[src/rtl/scg_pkg.sv]
package scg_pkg;
  localparam int OSC_W   = 4;
  localparam int OSC_PLL = 0;
  localparam int OSC_MSI = 1;
  localparam int OSC_HSI = 2;
  localparam int OSC_HSE = 3;

  typedef enum logic {
    MODE_RUN  = 1'b0,
    MODE_STOP = 1'b1
  } mode_e;

  // Oscillator enable vector for a given mode and high-speed request state.
  function automatic logic [OSC_W-1:0] osc_vec(input logic stopped, input logic hsi_on);
    logic [OSC_W-1:0] v;
    if (!stopped) begin
      v = '1;
    end else begin
      v = '0;
      v[OSC_HSI] = hsi_on;
    end
    return v;
  endfunction

  // Next mode from the current mode and the qualified events.
  function automatic mode_e next_mode(input mode_e cur, input logic enter,
                                      input logic leave);
    mode_e n;
    n = cur;
    if (cur == MODE_RUN && enter) n = MODE_STOP;
    if (cur == MODE_STOP && leave) n = MODE_RUN;
    return n;
  endfunction
endpackage

[src/rtl/scg_mode_fsm.sv]
module scg_mode_fsm
  import scg_pkg::*;
#(
  parameter int N_REQ = 5
) (
  input  logic             clk,
  input  logic             rst_n,
  input  logic             stop_enter_i,
  input  logic             stop_exit_i,
  input  logic [N_REQ-1:0] req_i,
  input  logic [N_REQ-1:0] wake_i,
  output logic             in_stop_o,
  output logic             leave_o,
  output logic             wakeup_o
);
  mode_e mode_q;
  logic  wake_hit;
  logic  wakeup_q;

  // A wakeup flag only counts from a receiver that holds a request.
  assign in_stop_o = (mode_q == MODE_STOP);
  assign wake_hit  = in_stop_o && (|(req_i & wake_i));
  assign leave_o   = in_stop_o && (wake_hit || stop_exit_i);

  always_ff @(posedge clk or negedge rst_n) begin
    if (!rst_n) begin
      mode_q   <= MODE_RUN;
      wakeup_q <= 1'b0;
    end else begin
      mode_q   <= next_mode(mode_q, stop_enter_i, leave_o);
      wakeup_q <= wake_hit;
    end
  end

  assign wakeup_o = wakeup_q;
endmodule

[src/rtl/scg_hsi_arb.sv]
module scg_hsi_arb #(
  parameter int N_REQ = 5
) (
  input  logic             clk,
  input  logic             rst_n,
  input  logic             in_stop_i,
  input  logic             leave_i,
  input  logic [N_REQ-1:0] req_i,
  output logic             hsi_on_o,
  output logic [N_REQ-1:0] gate_o
);
  logic hold;
  logic hsi_q;

  // Requests are sampled only in stop mode while staying in stop mode.
  assign hold = in_stop_i && !leave_i;

  always_ff @(posedge clk or negedge rst_n) begin
    if (!rst_n) hsi_q <= 1'b0;
    else        hsi_q <= hold && (|req_i);
  end

  // Each receiver is gated on its own; the gate opens only once the
  // oscillator enable has been up for a cycle.
  for (genvar g = 0; g < N_REQ; g++) begin : g_gate
    logic gate_q;
    always_ff @(posedge clk or negedge rst_n) begin
      if (!rst_n) gate_q <= 1'b0;
      else        gate_q <= hold && req_i[g] && hsi_q;
    end
    assign gate_o[g] = gate_q;
  end

  assign hsi_on_o = hsi_q;
endmodule

[src/rtl/scg_out_drive.sv]
module scg_out_drive
  import scg_pkg::*;
#(
  parameter int N_REQ  = 5,
  parameter int N_CORE = 8
) (
  input  logic              in_stop_i,
  input  logic              hsi_on_i,
  input  logic [N_REQ-1:0]  gate_i,
  output logic [OSC_W-1:0]  osc_en_o,
  output logic [N_CORE-1:0] core_clk_en_o,
  output logic [N_REQ-1:0]  periph_clk_en_o
);
  assign osc_en_o        = osc_vec(in_stop_i, hsi_on_i);
  assign core_clk_en_o   = in_stop_i ? '0 : '1;
  assign periph_clk_en_o = in_stop_i ? gate_i : '1;
endmodule

[src/rtl/stop_clk_gate.sv]
module stop_clk_gate
  import scg_pkg::*;
#(
  parameter int N_REQ  = 5,
  parameter int N_CORE = 8
) (
  input  logic              clk,
  input  logic              rst_n,
  input  logic              stop_enter_i,
  input  logic              stop_exit_i,
  input  logic [N_REQ-1:0]  req_i,
  input  logic [N_REQ-1:0]  wake_i,
  output logic [OSC_W-1:0]  osc_en_o,
  output logic [N_CORE-1:0] core_clk_en_o,
  output logic [N_REQ-1:0]  periph_clk_en_o,
  output logic              wakeup_o
);
  logic             in_stop_w;
  logic             leave_w;
  logic             hsi_on_w;
  logic [N_REQ-1:0] gate_w;

  scg_mode_fsm #(.N_REQ(N_REQ)) u_fsm (
    .clk(clk), .rst_n(rst_n),
    .stop_enter_i(stop_enter_i), .stop_exit_i(stop_exit_i),
    .req_i(req_i), .wake_i(wake_i),
    .in_stop_o(in_stop_w), .leave_o(leave_w), .wakeup_o(wakeup_o)
  );

  scg_hsi_arb #(.N_REQ(N_REQ)) u_arb (
    .clk(clk), .rst_n(rst_n),
    .in_stop_i(in_stop_w), .leave_i(leave_w), .req_i(req_i),
    .hsi_on_o(hsi_on_w), .gate_o(gate_w)
  );

  scg_out_drive #(.N_REQ(N_REQ), .N_CORE(N_CORE)) u_drv (
    .in_stop_i(in_stop_w), .hsi_on_i(hsi_on_w), .gate_i(gate_w),
    .osc_en_o(osc_en_o), .core_clk_en_o(core_clk_en_o),
    .periph_clk_en_o(periph_clk_en_o)
  );
endmodule

[config.mk]
export PLATFORM = sky130hd
export DESIGN_NAME = stop_clk_gate
export DESIGN_NICKNAME = d
export VERILOG_FILES = /design/src/rtl/scg_pkg.sv /design/src/rtl/scg_mode_fsm.sv /design/src/rtl/scg_hsi_arb.sv /design/src/rtl/scg_out_drive.sv /design/src/rtl/stop_clk_gate.sv
export SDC_FILE = /design/constraint.sdc
export NUM_CORES = 1
export LEC_CHECK = 0
export ABC_AREA = 0
export BUFFER_PORTS_ARGS = -buffer_cell sky130_fd_sc_hd__buf_2
export CAP_MARGIN = 20
export CORE_AREA = 2 2 39 41
export DETAILED_ROUTE_END_ITERATION = 7
export DIE_AREA = 0 0 41 43
export PLACE_DENSITY = 0.7
export RECOVER_POWER = 100
export SLEW_MARGIN = 20
export SYNTH_ARGS = -nofsm -noshare
export SYNTH_HDL_FRONTEND = slang
export SYNTH_HIERARCHICAL = 1
export SYNTH_SLANG_ARGS = --single-unit
[constraint.sdc]
create_clock -name clk -period 2.16 [get_ports clk]
set_input_delay 0.432 -clock clk [delete_from_list [all_inputs] [get_ports clk]]
set_output_delay 0.432 -clock clk [all_outputs]
set_load 0.01 [all_outputs]
==> metrics.txt, run 1 <==
Final WS setup=0.540 ns; ratio of cells with drive above 1 in the final layout=21.2%; grt ovf=0; RD Place Congestion=0.723; placed cell count=79; row cnt=14; Synth warnings=6; number of remaining DRC errors=0; IO Count=32; drt initial violations=3; syn_area_per_cell=10.0 um^2; critical path's largest stage delay=0.55 ns; net count after synthesis=61; Reg clk slew, reported paths=0.05 ns; CTS Buf Count=3; hold crit path type=in -> async; Final Cycle Share=75.0%; synth unique cells=15; Final Non-Filler Cells=82; Peak VDD IR=0.000289 V; CTS tree=yes; Detail Route Antenna Nets=0; Post-Synthesis Cells=47; core area=1380 um^2; wire length per cell=9.60 um; slowest CP cell=dfrtp_1; most used routing layer=met2; critical path's top delay family=flip-flops; post-DR vias/cell=4.37; setup bufs post-CTS=0; first-pass GRT wire length=1190 um; Synth area leader=dfrtp_1; Setup Crit Path Kind=reg -> out; met3 Track Usage GR=1.57%; largest net degree at the start of global routing=14; layout net count=82; number of diodes=0; total power=0.360 mW; pre-CTS setup slack=0.487 ns; setup TNS=0 ns; Slew headroom=70.6%; Yosys top cell area share=42.6%; Die ar.=1760 um^2; area growth from synthesis to layout=12.8%; RSZ-0062 raised after global routing=false; CTS H-tree depth=1; r2r worst-path depth=3; GR Layer Usage met2=16.6%; vias in the first global route=337; PortBufs=31; flop-to-flop setup slack=0.86 ns; vias=358; starting density of the core=34.0%; global-route met1 utilization=10.4%; Max clock buf depth=2; DR pass1 iterations=4; Die Y=43 um; cell area after synthesis=470 um^2; crit path DAT=1.19 ns; crit path capture type=primary output; Slew Viols, Final=0; hold buffer count at CTS=0; buffer and inverter count on the worst path=2; run status=complete, no violations; largest fanout on the critical path=13; sequential area share after synthesis=42.6%; hpwl dp=630 um; CP cell instances=inv_1 -> clkbuf_1; clock sink count=8; Core Util, Final=38.3%; max-cap violations=0; Root Driver=clkbuf_4; DIE WIDTH=41 um; register bit total from synthesis=8; Reg2Reg Capture Point=u_arb/g_gate[0].gate_q$_DFF_PN0_; cts repair resizes=0; Required @ worst endpoint=1.73 ns; PwrDens=678 nW/um^2; Period minus WS final=1.62 ns; Final setup viols=0; final wirelength=787 um; initial antenna violation count=0; endpoints failing hold=0; P_leak=0.249 nW; reg2reg start=u_fsm/in_stop_o$_DFFE_PN0P_; Slew @ Worst Pin=0.441 ns; Synth area leaders=dfrtp_1 43%, buf_4 24%, nand2b_1 9.3%; Worst-Skew Late Latency=0.24 ns; crit start category=flop; Fin Clk Skew=0.000127 ns; GRT Total Usage=10.1%; Fmax=617 MHz
[per-layer routing]
metal,vias to the layer above,wire length (um)
li1,182,-
met1,147,315
met2,29,350
met3,0,122
met4,0,0
met5,-,0
[synth_stat cells]
cell type  number
buf_4          15
dfrtp_1         8
nand2b_1        7
and2_1          5
a21boi_0        2
a21oi_1         1
a221oi_1        1
a222oi_1        1
a22oi_1         1
a31o_1          1
and3b_1         1
inv_1           1
nor2_1          1
nor2b_1         1
nor3_1          1
[cells by family after synthesis]
| kind of cell | synth area share [%] |
|---|---|
| AO/OA/AOI/OAI | 11.7 |
| AND/OR/NAND/NOR | 21.0 |
| flip-flops | 42.6 |
| buffers and inverters | 24.7 |
[cell usage in the layout (no fill, tap or decap)]
master / count
a21boi_0: 2
a21oi_1: 1
a221oi_1: 1
a222oi_1: 1
a22oi_1: 1
a31o_1: 1
and2_0: 3
and2_1: 2
and3b_1: 1
buf_2: 11
clkbuf_1: 20
clkbuf_4: 3
dfrtp_1: 8
inv_1: 1
nand2b_1: 7
nor2_1: 1
nor2b_1: 1
nor3_1: 1
[flip-flops by register name, summed over array words and instances, names as in the netlist]
signal	flops
u_arb/g_gate.gate_q	5
u_arb/hsi_on_o	1
u_fsm/in_stop_o	1
u_fsm/wakeup_o	1
[worst register-to-register path, stage by stage, from the launching register on]
cell and delay [ns]:
dfrtp_1 0.55, a21boi_0 0.24, and3b_1 0.24, and2_0 0.16
[layout make-up]
cell class                      count  area [um^2]
Multi-Input combinational cell     23          154
Sequential cell                     8          200
Timing Repair Buffer               31          130
Clock buffer                        3         22.5
Inverter                            1         3.75
Tap cell                           16         20.0
Fill cell                         158          853
[stage by stage]
stage / area [um^2] / hold slack [ns]
finish: 531 / 0.0845
global route: 531 / 0.131
CTS: 556 / 0.0148
detailed placement: 533 / 0.279
global placement: 533 / 0.285
floorplan: 470 / 0.136
[how the worst max path moves through the flow]
| stage | slack (ns) | cells past startpoint | start | end |
|---|---|---|---|---|
| 4_1_cts | 0.51 | 2 | u_fsm/in_stop_o$_DFFE_PN0P_ | core_clk_en_o[1] |
| 5_1_grt | 0.38 | 2 | u_fsm/in_stop_o$_DFFE_PN0P_ | osc_en_o[1] |
| 3_3_place_gp | 0.54 | 5 | req_i[2] | u_arb/g_gate[3].gate_q$_DFF_PN0_ |
| 2_1_floorplan | 0.76 | 4 | req_i[2] | u_arb/g_gate[0].gate_q$_DFF_PN0_ |
| 6_report | 0.54 | 2 | u_fsm/in_stop_o$_DFFE_PN0P_ | osc_en_o[1] |
| 3_5_place_dp | 0.49 | 5 | req_i[2] | u_arb/g_gate[0].gate_q$_DFF_PN0_ |
[power breakdown]
part	internal, mW	switching [mW]	total, mW
sequential	0.158	0.00757	0.166
clock	0.0631	0.0442	0.107
combinational	0.0350	0.0514	0.0864
No activity file was read; power rests on OpenSTA's default activity.
==> inputs of run 2 (changes only) <==
Clock period 2.16 ns to 1.6 ns, I/O delays scaled along.
==> run 2 against run 1 <==
Critical path depth unchanged; routed wire length is 5.2% higher; largest power group unchanged; via count is 5.0% higher.
==> metrics.txt, run 2 (same netlist as run 1, synthesis figures left out) <==
Final WS setup=0.172 ns (-0.369 ns); final wirelength=828 um (+5.2%); hold crit path type=in -> reg; CP cell instances=inv_1 -> clkbuf_1; core area=1380 um^2 (unchanged); critical path's top delay family=flip-flops; slowest CP cell=dfrtp_1; crit start category=flop; CTS tree=yes; Fill cells=157 (-0.63%); vias=376 (+5.0%); DR pass1 iterations=4 (unchanged); RD Place Congestion=0.735 (+1.6%); initial antenna violation count=0 (unchanged); run status=complete, no violations; Die Y=43 um (unchanged); Slew @ Worst Pin=0.425 ns (-0.0158 ns); drt initial violations=3 (unchanged); RSZ-0062 raised after global routing=false; Worst-Skew Late Latency=0.24 ns (about the same); Seq. cell area=200 um^2 (unchanged); total power=0.498 mW (+39%); buffer and inverter count on the worst path=2 (unchanged); most frequent cells in the layout=15 x buf_2, 15 x clkbuf_1, 8 x dfrtp_1, 7 x nand2b_1; critical path's largest stage delay=0.46 ns (-0.09 ns); Multi-input gate area=154 um^2 (unchanged); DIE WIDTH=41 um (unchanged); GRT Total Usage=11.2% (+1.1 points); Most flops, register=u_arb/g_gate.gate_q; wire length per cell=9.74 um (+1.5%); endpoints failing hold=0 (unchanged); Final setup viols=0 (unchanged); Final Cycle Share=89.3%; row cnt=14 (unchanged); global-route met1 utilization=11.1% (+0.64 points); setup bufs post-CTS=0 (unchanged); area growth from synthesis to layout=19.4%; CTS H-tree depth=1 (unchanged); max-cap violations=0 (unchanged); PortBufs=31 (unchanged); Required @ worst endpoint=1.28 ns (-0.45 ns); post-DR vias/cell=4.42 (+1.3%); grt ovf=0 (unchanged); number of remaining DRC errors=0 (unchanged); Setup Crit Path Kind=reg -> out; Period minus WS final=1.43 ns; crit path capture type=primary output; pre-CTS setup slack=0.116 ns (-0.371 ns); starting density of the core=34.0% (unchanged); Root Driver=clkbuf_4; Fin Clk Skew=0.00117 ns (+0.00105 ns); largest fanout on the critical path=11 (-2); largest net degree at the start of global routing=12 (-2); first-pass GRT wire length=1240 um (+3.5%); Fmax=700 MHz; GR Layer Usage met2=17.5% (+0.94 points); setup TNS=0 ns (unchanged); clock sink count=8 (unchanged); Detail Route Antenna Nets=0 (unchanged); CTS Buf Count=3 (unchanged); Reg clk slew, reported paths=0.05 ns (about the same); P_leak=0.276 nW (+11%); Peak VDD IR=0.000350 V (+21%); ratio of cells with drive above 1 in the final layout=30.4% (+9.2 points); most used routing layer=met2; PwrDens=887 nW/um^2 (+31%); flop-to-flop setup slack=0.38 ns (-0.48 ns); crit path DAT=1.11 ns (-0.08 ns); IO Count=32 (unchanged); Max clock buf depth=2 (unchanged); number of diodes=0 (unchanged); vias in the first global route=315 (-6.5%); Die ar.=1760 um^2 (unchanged); max reg flops=5 (unchanged); met3 Track Usage GR=3.14% (+1.6 points); placed cell count=81 (+2.5%); Slew headroom=71.6% (+1.1 points); Final Non-Filler Cells=85 (+3.7%); Slew Viols, Final=0 (unchanged); Core Util, Final=40.6% (+2.3 points); layout net count=85 (+3.7%)
run 2: worst reg2reg max path, cell delays in order, from the launching register on:
cell and delay, ns:
dfrtp_1 0.48, a21boi_0 0.23, and3b_1 0.23, and2_1 0.17
run 2: routing by layer:
metal	vias up	wire length, um
li1	186	-
met1	157	312
met2	31	389
met3	2	116
met4	0	10
met5	-	0
run 2: cell type report:
cell class                 count  share of cell area, %
tap                           16                   3.56
inverter                       1                  0.668
multi-input combinational     23                   27.4
clock buffer                   3                   4.01
sequential                     8                   35.6
timing repair buffer          34                   28.7
run 2: where the power goes:
group | total [mW] | switching [mW] | leakage [nW] | internal, mW
clock | 0.145 | 0.0600 | 0.0138 | 0.0852
combinational | 0.132 | 0.0739 | 0.155 | 0.0577
sequential | 0.221 | 0.00757 | 0.107 | 0.214
total | 0.498 | 0.141 | 0.276 | 0.357
run 2: final timing paths:
kind                       cells after the start                   startpoint                               end
setup reg to reg                               3  u_fsm/in_stop_o$_DFFE_PN0P_  u_arb/g_gate[3].gate_q$_DFF_PN0_
min in group asynchronous                      2                        rst_n  u_arb/g_gate[4].gate_q$_DFF_PN0_
setup / recovery                               2  u_fsm/in_stop_o$_DFFE_PN0P_                       osc_en_o[3]
hold / removal                                 2                     req_i[1]  u_arb/g_gate[1].gate_q$_DFF_PN0_
hold reg to reg                                2     u_arb/hsi_on_o$_DFF_PN0_  u_arb/g_gate[0].gate_q$_DFF_PN0_
max in group asynchronous                      2                        rst_n  u_arb/g_gate[0].gate_q$_DFF_PN0_
run 2: metrics by stage:
| stage | hold slack, ns | instance area (um^2) |
|---|---|---|
| finish | 0.320 | 562 |
| CTS | 0.308 | 581 |
| floorplan | 0.0244 | 470 |
| global placement | 0.172 | 548 |
| detailed placement | 0.170 | 548 |
| global route | 0.337 | 562 |
run 2: what timing repair did:
item | CTS | global route
hold buffers | 1 | 0
endpoints found under the hold margin | 8 | 0
gates resized for setup | 0 | 0
setup endpoints to repair | 0 | 0
==> inputs of run 3 (changes only) <==
Settings changed: ABC_AREA 0 to 1, CORE_AREA 2 2 39 41 to not set, CORE_UTILIZATION set to 41, DIE_AREA 0 0 41 43 to not set, PLACE_DENSITY 0.7 to 0.76.
==> run 3 against run 2 <==
Cell area is 8.9% higher; non-clock buffer count is 2 lower; combinational power is 4% higher; core utilization is 12 points higher; total power is 1.8% higher; register-to-register slack better by 0.04 ns; hold slack worse by 0.012 ns; sequential share of layout area is 2.9 points lower; fmax is 3.2% lower; routed wire length is 1.4% lower; largest cell class unchanged.
==> metrics.txt, run 3 <==
wire length per cell=7.63 um (-22%); number of diodes=0 (unchanged); first-pass GRT wire length=1240 um (unchanged); register bit total from synthesis=8 (unchanged); core area=1170 um^2 (-15%); critical path's largest stage delay=0.52 ns (+0.06 ns); IO Count=32 (unchanged); sequential area share after synthesis=36.6% (-5.9 points); layout net count=109 (+28%); Post-Synthesis Cells=73 (+55%); cell area after synthesis=547 um^2 (+16%); Slew @ Worst Pin=0.396 ns (-0.0298 ns); Slew headroom=73.6% (+2.0 points); ys flop type=dfrtp_1; syn_area_per_cell=7.49 um^2 (-25%); number of synthesized flops with an enable pin=0 (unchanged); leading cell type in the layout, fill and taps excluded=inv_1; asr flop ratio synth=100% (unchanged); most frequent cells in the layout=20 x inv_1, 16 x buf_2, 16 x nand2_1, 8 x clkbuf_1, 8 x dfrtp_1; crit start category=flop; RSZ-0062 raised after global routing=false; DR WL met3=38 um (-67%); total power=0.507 mW (+1.8%); Required @ worst endpoint=1.28 ns (about the same); DR pass1 iterations=2 (-2); met2 WL=396 um (+1.8%); Final Cycle Share=92.2% (+3.0 points); Slew Viols, Final=0 (unchanged); area growth from synthesis to layout=11.9%; Setup Crit Path Kind=reg -> out; Most flops, register=u_arb/g_gate.gate_q; crit path capture type=primary output; RD Place Congestion=0.766 (+4.3%); GRT Total Usage=13.1% (+1.9 points); row cnt=12 (-2); CTS tree=yes; PwrDens=829 nW/um^2 (-6.5%); number of remaining DRC errors=0 (unchanged); commonest cells in the netlist=20 x inv_1, 15 x buf_4, 15 x nand2_1, 8 x dfrtp_1, 6 x nor2_2; hold buffer count at CTS=1 (unchanged); P_leak=0.377 nW (+37%); setup bufs post-CTS=0 (unchanged); clock sink count=8 (unchanged); post-DR vias/cell=3.70 (-16%); final wirelength=816 um (-1.4%); Synth area leaders=dfrtp_1 37%, buf_4 21%, inv_1 14%; max-cap violations=0 (unchanged); DIE WIDTH=38.5 um (-6.0%); Detail Route Antenna Nets=0 (unchanged); Peak VDD IR=0.000311 V (-11%); most frequent cell after synthesis=inv_1; CP cell instances=inv_1 -> buf_2; vias in the first global route=319 (+1.3%); drt initial violations=1 (-2); Top Layer Used=met3; Max clock buf depth=2 (unchanged); Period minus WS final=1.48 ns (+0.0473 ns); net count after synthesis=87 (+43%); hpwl dp=633 um; Synth warnings=6 (unchanged); vias=396 (+5.3%); Reg clk slew, reported paths=0.05 ns (about the same); initial antenna violation count=0 (unchanged); slowest CP cell=dfrtp_1; largest net degree at the start of global routing=12 (unchanged); Fill cells=128 (-18%); largest fanout on the critical path=11 (unchanged); starting density of the core=46.7% (+13 points); hold crit path type=in -> reg; Fmax=678 MHz (-3.2%); synth unique cells=12 (-3); setup TNS=0 ns (unchanged); Fin Clk Skew=0.00447 ns (+0.00329 ns); CTS H-tree depth=1 (unchanged); Worst-Skew Late Latency=0.25 ns (about the same); Root Driver=clkbuf_4; wl on met1=380 um (+22%); critical path's top delay family=flip-flops; Yosys top cell area share=36.6% (-5.9 points); cts repair resizes=0 (unchanged); grt ovf=0 (unchanged); CTS Buf Count=3 (unchanged); buffer and inverter count on the worst path=2 (unchanged); run status=complete, no violations; Final setup viols=0 (unchanged); Synth area leader=dfrtp_1; PortBufs=31 (unchanged); Die ar.=1480 um^2 (-16%); max reg flops=5 (unchanged); Die Y=38.5 um (-10%); crit path DAT=1.16 ns (+0.05 ns); endpoints failing hold=0 (unchanged); ratio of cells with drive above 1 in the final layout=35.5% (+5.0 points)
-- run 3: cell types whose count changed after synthesis, sizes merged, moves of 5 or more --
cell    before  now
nand2        0   16
inv          1   20
and2         5    0
nand2b       7    0
nor2         1   10
-- run 3: final timing paths --
kind,start,to,slack [ns],cells past startpoint
max in group asynchronous,rst_n,u_fsm/in_stop_o$_DFFE_PN0P_,0.80,2
min in group asynchronous,rst_n,u_arb/g_gate[3].gate_q$_DFF_PN0_,0.51,2
worst max-delay path,u_fsm/in_stop_o$_DFFE_PN0P_,osc_en_o[3],0.12,2
worst max register to register,u_fsm/in_stop_o$_DFFE_PN0P_,u_arb/g_gate[1].gate_q$_DFF_PN0_,0.42,5
worst min-delay path,req_i[4],u_arb/g_gate[4].gate_q$_DFF_PN0_,0.31,3
worst min register to register,u_arb/hsi_on_o$_DFF_PN0_,u_arb/g_gate[4].gate_q$_DFF_PN0_,0.64,2
-- run 3: per-layer routing --
layer,vias up,global-route usage [%]
met1,148,14.1
li1,231,-
met4,0,12.9
met2,17,20.0
met5,-,0
met3,0,3.49
-- run 3: metrics by stage --
| step | util (%) | worst slack, ns | hold WS [ns] | std cells | area (um^2) |
|---|---|---|---|---|---|
| final | 52.2 | 0.124 | 0.308 | 107 | 612 |
| after global routing | 52.2 | 0.0159 | 0.313 | 107 | 612 |
| after CTS | 54.6 | 0.119 | 0.299 | 107 | 639 |
| after global placement | 51.8 | 0.381 | 0.159 | 103 | 607 |
| after floorplan | - | 0.394 | 0.0244 | 73 | 547 |
| after detailed placement | 51.8 | 0.361 | 0.160 | 103 | 607 |
-- run 3: logic make-up (layout without fill, tap and decap cells) --
logic type	Yosys count	count (layout)	share of synthesized area, %
DFF	8	8	36.6
AOI/OAI and AO/OA	2	2	2.97
and+or+nand+nor	28	28	26.1
buffers and inverters	35	55	34.3
-- run 3: final cells by class --
| cell class | instances | area (um^2) | area share, % |
|---|---|---|---|
| multi-input combinational | 30 | 141 | 23.1 |
| sequential | 8 | 200 | 32.7 |
| clock buffer | 3 | 22.5 | 3.68 |
| timing repair buffer | 32 | 155 | 25.4 |
| tap | 14 | 17.5 | 2.86 |
| inverter | 20 | 75.1 | 12.3 |
-- run 3: report_power, final --
| group | switching, mW | total (mW) | leakage [nW] | internal [mW] |
|---|---|---|---|---|
| Sequential | 0.00999 | 0.224 | 0.107 | 0.214 |
| Clock | 0.0612 | 0.147 | 0.0138 | 0.0853 |
| Combinational | 0.0816 | 0.137 | 0.256 | 0.0554 |
-- run 3: worst min-delay path, delay by kind of cell --
family | cells | cell delay [ns]
buf+inv | 2 | 0.17
simple gates | 1 | 0.03
